### src/rtl/addr_tap_shreg_pkg.sv
package addr_tap_shreg_pkg;
  localparam int unsigned SEL_W_DEF = 4;

  function automatic int unsigned stage_count(input int unsigned sel_w);
    return 1 << sel_w;
  endfunction
endpackage

### src/rtl/tap_shreg_chain.sv
module tap_shreg_chain #(
  parameter int unsigned STAGES = 16
) (
  input  logic              clk_i,
  input  logic              rst_ni,
  input  logic              ce_i,
  input  logic              din_i,
  output logic [STAGES-1:0] stage_o
);
  logic [STAGES-1:0] sr_q;

  // no reset on contents: stages behave as plain storage cells
  always_ff @(posedge clk_i) begin
    if (ce_i) sr_q <= {sr_q[STAGES-2:0], din_i};
  end

  assign stage_o = sr_q;

  a_r1_stage0_load: assert property (@(posedge clk_i) disable iff (!rst_ni)
    ce_i |=> sr_q[0] === $past(din_i));
  a_r1_stage_move: assert property (@(posedge clk_i) disable iff (!rst_ni)
    ce_i |=> sr_q[STAGES-1:1] === $past(sr_q[STAGES-2:0]));
  a_r3_hold: assert property (@(posedge clk_i) disable iff (!rst_ni)
    !ce_i |=> sr_q === $past(sr_q));
endmodule

### src/rtl/tap_shreg_mux.sv
module tap_shreg_mux #(
  parameter int unsigned SEL_W  = 4,
  localparam int unsigned STAGES = 1 << SEL_W
) (
  input  logic [STAGES-1:0] stage_i,
  input  logic [SEL_W-1:0]  sel_i,
  output logic              tap_o
);
  assign tap_o = stage_i[sel_i];
endmodule

### src/rtl/tap_shreg_out.sv
module tap_shreg_out #(
  parameter bit OUT_REG = 1'b0
) (
  input  logic clk_i,
  input  logic rst_ni,
  input  logic ce_i,
  input  logic tap_i,
  output logic dout_o
);
  if (OUT_REG) begin : g_reg
    logic q;
    always_ff @(posedge clk_i or negedge rst_ni) begin
      if (!rst_ni)   q <= 1'b0;
      else if (ce_i) q <= tap_i;
    end
    assign dout_o = q;

    a_r7_capture: assert property (@(posedge clk_i) disable iff (!rst_ni)
      ce_i |=> dout_o === $past(tap_i));
    a_r7_hold: assert property (@(posedge clk_i) disable iff (!rst_ni)
      !ce_i |=> dout_o === $past(dout_o));
    a_r8_reset_clear: assert property (@(posedge clk_i)
      !rst_ni |-> dout_o == 1'b0);
  end else begin : g_comb
    logic unused_ok;
    assign unused_ok = ^{clk_i, rst_ni, ce_i};
    assign dout_o = tap_i;
  end
endmodule

### src/rtl/addr_tap_shreg.sv
module addr_tap_shreg
  import addr_tap_shreg_pkg::*;
#(
  parameter int unsigned SEL_W   = SEL_W_DEF,
  parameter bit          OUT_REG = 1'b0,
  localparam int unsigned STAGES = stage_count(SEL_W)
) (
  input  logic             clk_i,
  input  logic             rst_ni,
  input  logic             ce_i,
  input  logic             din_i,
  input  logic [SEL_W-1:0] tap_sel_i,
  output logic             dout_o,
  output logic             cascade_o
);
  logic [STAGES-1:0] stage;
  logic              tap;

  tap_shreg_chain #(.STAGES(STAGES)) u_chain (
    .clk_i, .rst_ni, .ce_i, .din_i, .stage_o(stage)
  );

  tap_shreg_mux #(.SEL_W(SEL_W)) u_mux (
    .stage_i(stage), .sel_i(tap_sel_i), .tap_o(tap)
  );

  tap_shreg_out #(.OUT_REG(OUT_REG)) u_out (
    .clk_i, .rst_ni, .ce_i, .tap_i(tap), .dout_o
  );

  assign cascade_o = stage[STAGES-1];

  a_r5_cascade_shift: assert property (@(posedge clk_i) disable iff (!rst_ni)
    ce_i |=> cascade_o === $past(stage[STAGES-2]));
  a_r5_cascade_hold: assert property (@(posedge clk_i) disable iff (!rst_ni)
    !ce_i |=> cascade_o === $past(cascade_o));
endmodule

### config.mk
export PLATFORM = sky130hd
export DESIGN_NAME = addr_tap_shreg
export DESIGN_NICKNAME = d
export VERILOG_FILES = /design/src/rtl/addr_tap_shreg_pkg.sv /design/src/rtl/tap_shreg_chain.sv /design/src/rtl/tap_shreg_mux.sv /design/src/rtl/tap_shreg_out.sv /design/src/rtl/addr_tap_shreg.sv
export SDC_FILE = /design/constraint.sdc
export NUM_CORES = 1
export LEC_CHECK = 0
export ABC_AREA = 1
export BUFFER_PORTS_ARGS = -buffer_cell sky130_fd_sc_hd__buf_2
export CORE_UTILIZATION = 47
export DETAILED_ROUTE_END_ITERATION = 10
export GPL_TIMING_DRIVEN = 0
export PLACE_DENSITY = 0.74
export SETUP_SLACK_MARGIN = 0.5
export SYNTH_ARGS = -nofsm -noshare
export SYNTH_HDL_FRONTEND = slang
export SYNTH_SLANG_ARGS = --single-unit
### constraint.sdc
create_clock -name clk_i -period 0.8 [get_ports clk_i]
set_input_delay 0.08 -clock clk_i [delete_from_list [all_inputs] [get_ports clk_i]]
set_output_delay 0.08 -clock clk_i [all_outputs]
set_load 0.02 [all_outputs]
== Word-level counts from Yosys, hierarchy flattened ==
Index checks and enable logic that the tools add are counted.
Cells by class
  $lt $le $gt $ge: 1
  mux-type cells: 2
Operators with widths (count)
  $lt 4x5->1 const B: 1
  $bmux 1 s4: 1
  $mux 1: 1
Word-level totals
  output and inout bits: 2
  flip-flop bits (word level): 16

== Logic depth before layout (Yosys ltp) ==
Gate-level depths: netlist of the first run.
  word-level depth: 2
  depth in mapped cells: 8
  gate-level depth less buffers: 7

== Hierarchy ==
From an unflattened synthesis of the first run, not the netlist that was laid out.
Unflattened totals
  cell total of the unflattened synthesis: 67
  area, all modules: 718.2 sq um
By module, submodules not included
  tap_shreg_chain: instances 1, area each 480.5 sq um, cells an instance 16
  tap_shreg_mux: instances 1, area each 230.2 sq um, cells an instance 50
  tap_shreg_out: instances 1, area each 7.5 sq um, cells an instance 1

== Least setup slack after synthesis of the first run ==
Ideal clock, no wire load.
  path kind: register to output
  start point: register u_chain.sr_q[15] (netlist: u_chain.stage_o[15])
  end point: output port dout_o
  buffers on the path: 0
  path slack: -0.203 ns
  required time: 0.720 ns
  stages on the path, launching flop included: 7
  arrival: 0.923 ns
  cells stage by stage: edfxtp_1 -> inv_1 -> nand2_1 -> nand3_1 -> nand3_1 -> nand3_1 -> nand2_1
On the way
  longest elaborated chain between the ends: 2
Ends and longest elaborated chain
  start: declaration: RTL line tap_shreg_chain.sv:10  | logic [STAGES-1:0] sr_q;
  start signal: assignment: RTL line tap_shreg_chain.sv:14  | if (ce_i) sr_q <= {sr_q[STAGES-2:0], din_i};
  $bmux 1 s4: RTL line tap_shreg_mux.sv:9  | assign tap_o = stage_i[sel_i];
  $mux 1 (implied by the code): RTL line tap_shreg_mux.sv:9
  end: declaration: RTL line addr_tap_shreg.sv:13  | output logic dout_o,
Every way passes these cells. The select of a mux whose other input is x is not followed.

== Worst setup path after layout of the first run ==
  start point: register u_chain.sr_q[12] (netlist: u_chain.stage_o[12])
  end point: output port dout_o
Same word-level chain as after synthesis.

==> results.ini, run 1 <==
[worst_setup_path]
worst-setup-path-type = reg -> out
r2r_cells = 2
crit-reg2reg-launch = u_chain.stage_o[8]$_DFFE_PP_
crit_path_start = u_chain.stage_o[12]$_DFFE_PP_
start_kind = flip-flop
cp-end-kind = output pin
arrival_ns = 1.27
cp.required_ns = 0.72
regToRegSetupSlack_ns = -0.11
crit_fanout = 2

[timing]
finalMaxSlewViolations = 0
worstMarginPinSlew_ns = 0.1490
tns_ns = -0.7910
setup_viol = 5
skew_ns = 0.004998
setup_ws_ns = -0.5485
min_period_ns = 1.349
hold_slack_ns = -0.03680
hold_viol = 1
fmax_ghz = 0.7415
rsz0062_at_grt = true
maxSlewHeadroom = 0.9007
fin_crit_sh = 1.686

[floorplanning]
ioPinCount = 10
start_util = 0.5246
rows = 13
core_mm2 = 0.001350
die_h_um = 40.82
dieWidth_um = 40.82
die_area_mm2 = 0.001666

[logic_synthesis]
synth_warnings = 0
muxShareOfSynthArea = 0
synth_xor_area_frac = 0
synth_compound_area_frac = 0
synth-simple-area-share = 0.2102
netlist_area_um2 = 708.2
synth_area_per_cell_um2 = 10.73
synth_top_cell_by_area = edfxtp_1
synth_seq_cells = 16
ys_types = 8
synth_top_family_by_area = simple AND/OR/NAND/NOR gates
synthAdderAreaFrac = 0
yosys-top-cells-area = edfxtp_1, nand2_1, nand3_1
netlist.area_leader.share = 0.6784
syn-num-nets = 74
synthCells = 66
yosysSeqAreaShare = 0.6784

[cts]
cts_buffer_depth = 2
clkLatencyLatePin_ns = 0.29
clockRootBuffer = clkbuf_4
cts_sinks = 16
ctsHtreeMaxLevel = 1
cts_tree = built
cts_inserted_buffers = 3
path_clk_slew_ns = 0.08

[route]
drtIter0Drc = 6
ant_nets = 0
via_per_inst = 5.135
wirelength_um = 1224
routedWlPerCell_um = 12.75
dr.pass1.iters = 4
num_vias = 493
drc = 0

[placed_design]
dp_hpwl_um = 767
preCtsSetupSlack_ns = -0.2338
dp_cells = 88
port_buffers = 7
gp_congestion = 0.7307

[worst_hold_path]
hold_depth = 1
min_path_type = in -> reg
hold_start = din_i

[cells_and_area]
final_util = 0.6293
diodes = 0
final_cell_mix = nand2_1, edfxtp_1, inv_1
final_cells = 96
nets = 91
layout-drive-gt1-share = 0.3210
areaGrowthSynthToFinish_pct = 19.96
largest_register_ffs = 16

[job]
maxCapViolations = 0

[status]
status = complete, but fails checks
failed_checks = hold timing, setup timing

[global_routing]
grt_usage = 0.1659
grt_max_degree = 17
grt_pass1_wl_um = 1697
antenna_found_initial = 0
first_global_vias = 414
overflow = 0

[pwr]
leakage_nw = 0.3975
vdd_drop_max_mv = 0.9949
powerDensity_mw_per_mm2 = 1891

[cell type report]
class / instances / area (µm²)
Multi-Input combinational cell: 33 / 156.4
Clock buffer: 3 / 22.52
Buffer: 1 / 11.26
Sequential cell: 16 / 480.5
Inverter: 16 / 67.56
Tap cell: 15 / 18.77
Fill cell: 118 / 500.5
Timing Repair Buffer: 12 / 92.59
[routing by layer]
metal | vias up | wire length, µm | GRT usage
li1 | 241 | - | -
met1 | 226 | 560 | 0.2007
met3 | 3 | 62 | 0.04891
met2 | 23 | 573 | 0.2578
met5 | - | 0 | 0
met4 | 0 | 27 | 0.1000
[worst max-delay path, stage by stage (launching register included)]
cell and delay (ns):
edfxtp_1 0.43, inv_2 0.07, nand2_2 0.05, nand3_2 0.07, nand3_1 0.08, nand3_1 0.10, nand2_2 0.06, buf_6 0.12
[logic make-up after synthesis]
group,Yosys count
buffers and inverters,17
and+or+nand+nor,33
DFF,16
[synth_stat cells]
master,count
nand2_1,17
nand3_1,12
inv_1,12
edfxtp_1,16
buf_6,1
nand2_2,4
inv_2,3
inv_8,1
[report_power, final]
group          switching, mW  leakage [nW]  total [mW]  internal (mW)
Combinational          0.107         0.227       0.194         0.0873
Clock                  0.231        0.0138       0.406          0.175
Sequential            0.0271         0.157        1.01          0.979
[path summary, 6_finish.rpt]
check / to
min reg2reg: u_chain.stage_o[12]$_DFFE_PP_
max reg2reg: u_chain.stage_o[9]$_DFFE_PP_
max: dout_o
min: u_chain.stage_o[0]$_DFFE_PP_
[stage by stage]
step                      cell area [µm²]  hold WS, ns  total power, mW
after floorplan                     710.7       0.1789            1.116
after global placement              764.5       0.2599            1.172
after detailed placement            764.5       0.2610            1.178
after CTS                           822.0     -0.03742            1.596
after global routing                849.6     -0.04448            1.679
final                               849.6     -0.03680            1.606
[repair_timing]
item / CTS / global route
pin swaps: 3 / 4
setup endpoints to repair: 33 / 17
setup buffers: 3 / 2
endpoints found under the hold margin: 1 / 1
resized for setup: 4 / 3
Power figures use the tool's default switching activity.
==> inputs of run 2 (changes only) <==
CORE_UTILIZATION = 51   (was 47)
CTS_BUF_LIST = sky130_fd_sc_hd__clkbuf_8   (was unset)
PLACE_DENSITY = 0.79   (was 0.74)
==> run 2 against run 1 <==
Clock power grew 48%. Critical path depth is the same. Highest routed layer unchanged. Largest power group unchanged. Worst setup slack gained 0.081 ns. Utilization grew 6.6 points. The flow finishes with violations (setup timing). Sequential share of layout area shrank 3.4 points. Maximum frequency grew 6.4%. Sequential power is essentially flat. Clock skew shrank 0.0037 ns.
==> results.ini, run 2 (synthesis results as in run 1) <==
[route]
drtIter0Drc = 23
via_per_inst = 4.890
drc = 0
ant_nets = 0
routedWlPerCell_um = 11.67
dr.pass1.iters = 4
num_vias = 489
wirelength_um = 1167

[pwr]
leakage_nw = 0.4253
pwr-share-seq = 0.554
switching_share = 0.2184
powerDensity_mw_per_mm2 = 2010
vdd_drop_max_mv = 1.285
p_sw_uw = 397.1
internal_power_mw = 1.421
clock_power_share = 0.330
p_comb_frac = 0.116

[placed_design]
dp_cells = 88
gp_congestion = 0.7907
dp_hpwl_um = 696.4
port_buffers = 7

[floorplanning]
die_area_mm2 = 0.001542
start_util = 0.5442
rows = 13
core_mm2 = 0.001301
die_h_um = 39.27
ioPinCount = 10
dieWidth_um = 39.27

[cts]
cts_inserted_buffers = 3
cts_buffer_depth = 2
clkLatencyLatePin_ns = 0.25
cts_tree = built
cts_sinks = 16
clockRootBuffer = clkbuf_8
path_clk_slew_ns = 0.06
ctsHoldBuffers = 0
ctsHtreeMaxLevel = 1

[cells_and_area]
fillers = 88
areaGrowthSynthToFinish_pct = 27.74
final_cell_mix = nand2_1, edfxtp_1, inv_1
diodes = 0
layout.area.seq_um2 = 480.5
multi_input_area_um2 = 166.4
final_cells = 100
layout-drive-gt1-share = 0.3647
nets = 94
final_util = 0.6952
largest_register_ffs = 16

[global_routing]
antenna_found_initial = 0
overflow = 0
grt_max_degree = 17
first_global_vias = 378
grt_usage = 0.1793
grt_pass1_wl_um = 1676

[timing]
maxSlewHeadroom = 0.8931
hold_viol = 0
worstMarginPinSlew_ns = 0.1601
finalMaxSlewViolations = 0
setup_ws_ns = -0.4674
min_period_ns = 1.267
skew_ns = 0.001280
rsz0062_at_grt = true
setup_viol = 2
fin_crit_sh = 1.584
fmax_ghz = 0.7890

[worst_setup_path]
crit_end = dout_o
worst-setup-path-type = reg -> out
crit-reg2reg-launch = u_chain.stage_o[2]$_DFFE_PP_
crit_fanout = 2
regToRegSetupSlack_ns = 0
r2r_cells = 1
cp.required_ns = 0.72
start_kind = flip-flop
cp-end-kind = output pin
crit_path_start = u_chain.stage_o[13]$_DFFE_PP_
r2r_end = u_chain.stage_o[3]$_DFFE_PP_
arrival_ns = 1.19

[job]
maxCapViolations = 0

[status]
failed_checks = setup timing
status = complete, but fails checks

[worst_hold_path]
min_path_type = in -> reg
hold_start = din_i

run 2: timing repair:
item | 4_1_cts | 5_1_grt
setup buffers | 8 | 0
pin swaps | 9 | 3
endpoints found under the setup margin | 33 | 17
endpoints found under the hold margin | 0 | 1
resized for setup | 5 | 4
run 2: cell type report:
| cell class | count | area share |
|---|---|---|
| sequential | 16 | 0.5311 |
| multi-input combinational | 33 | 0.1840 |
| timing repair buffer | 15 | 0.1272 |
| inverter | 16 | 0.07469 |
| clock buffer | 3 | 0.04564 |
| tap | 15 | 0.02075 |
| buffer | 1 | 0.01245 |
| clock inverter | 1 | 0.004149 |
run 2: routing by layer:
metal | part of all wire | up-vias | GRT usage
li1 | - | 248 | -
met1 | 0.48 | 221 | 0.2537
met2 | 0.44 | 15 | 0.2292
met3 | 0.050 | 5 | 0.05114
met4 | 0.029 | 0 | 0.1293
met5 | 0 | - | 0
run 2: worst min path at each step:
| stage | slack (ns) | cells past startpoint | to |
|---|---|---|---|
| after global routing | -0.003 | 1 | u_chain.stage_o[0]$_DFFE_PP_ |
| after global placement | 0.26 | 1 | u_chain.stage_o[0]$_DFFE_PP_ |
| final | 0.005 | 1 | u_chain.stage_o[0]$_DFFE_PP_ |
| after detailed placement | 0.26 | 1 | u_chain.stage_o[0]$_DFFE_PP_ |
| after floorplan | 0.18 | 0 | u_chain.stage_o[0]$_DFFE_PP_ |
| after CTS | 0.001 | 1 | u_chain.stage_o[0]$_DFFE_PP_ |
run 2: stage by stage:
stage                     worst slack, ns  setup TNS [ns]  hold WS, ns  total power, mW  instance area [µm²]
final                             -0.4674         -0.5399     0.004919            1.818                904.6
after global routing              -0.5261         -0.6840    -0.003174            1.892                904.6
after CTS                         -0.4402         -0.5206     0.001070            1.820                887.1
after detailed placement          -0.2258         -0.2258       0.2591            1.176                764.5
after global placement            -0.1959         -0.1959       0.2584            1.171                764.5
after floorplan                   -0.1788         -0.1788       0.1789            1.116                710.7
run 2: worst max-delay path: stages, from the launching register on:
cell and delay, ns:
edfxtp_1 0.42, inv_1 0.07, nand2_1 0.06, nand3_2 0.06, nand3_1 0.09, nand3_2 0.07, nand2_2 0.05, buf_6 0.12
run 2: power groups by stage:
stage               Clock, mW  Sequential [mW]  Combinational (mW)
finish                  0.600             1.01               0.211
floorplan                   0             1.02              0.0971
global placement            0             1.02               0.150
global route            0.648             1.01               0.231
detailed placement          0             1.02               0.152
CTS                     0.616             1.00               0.200
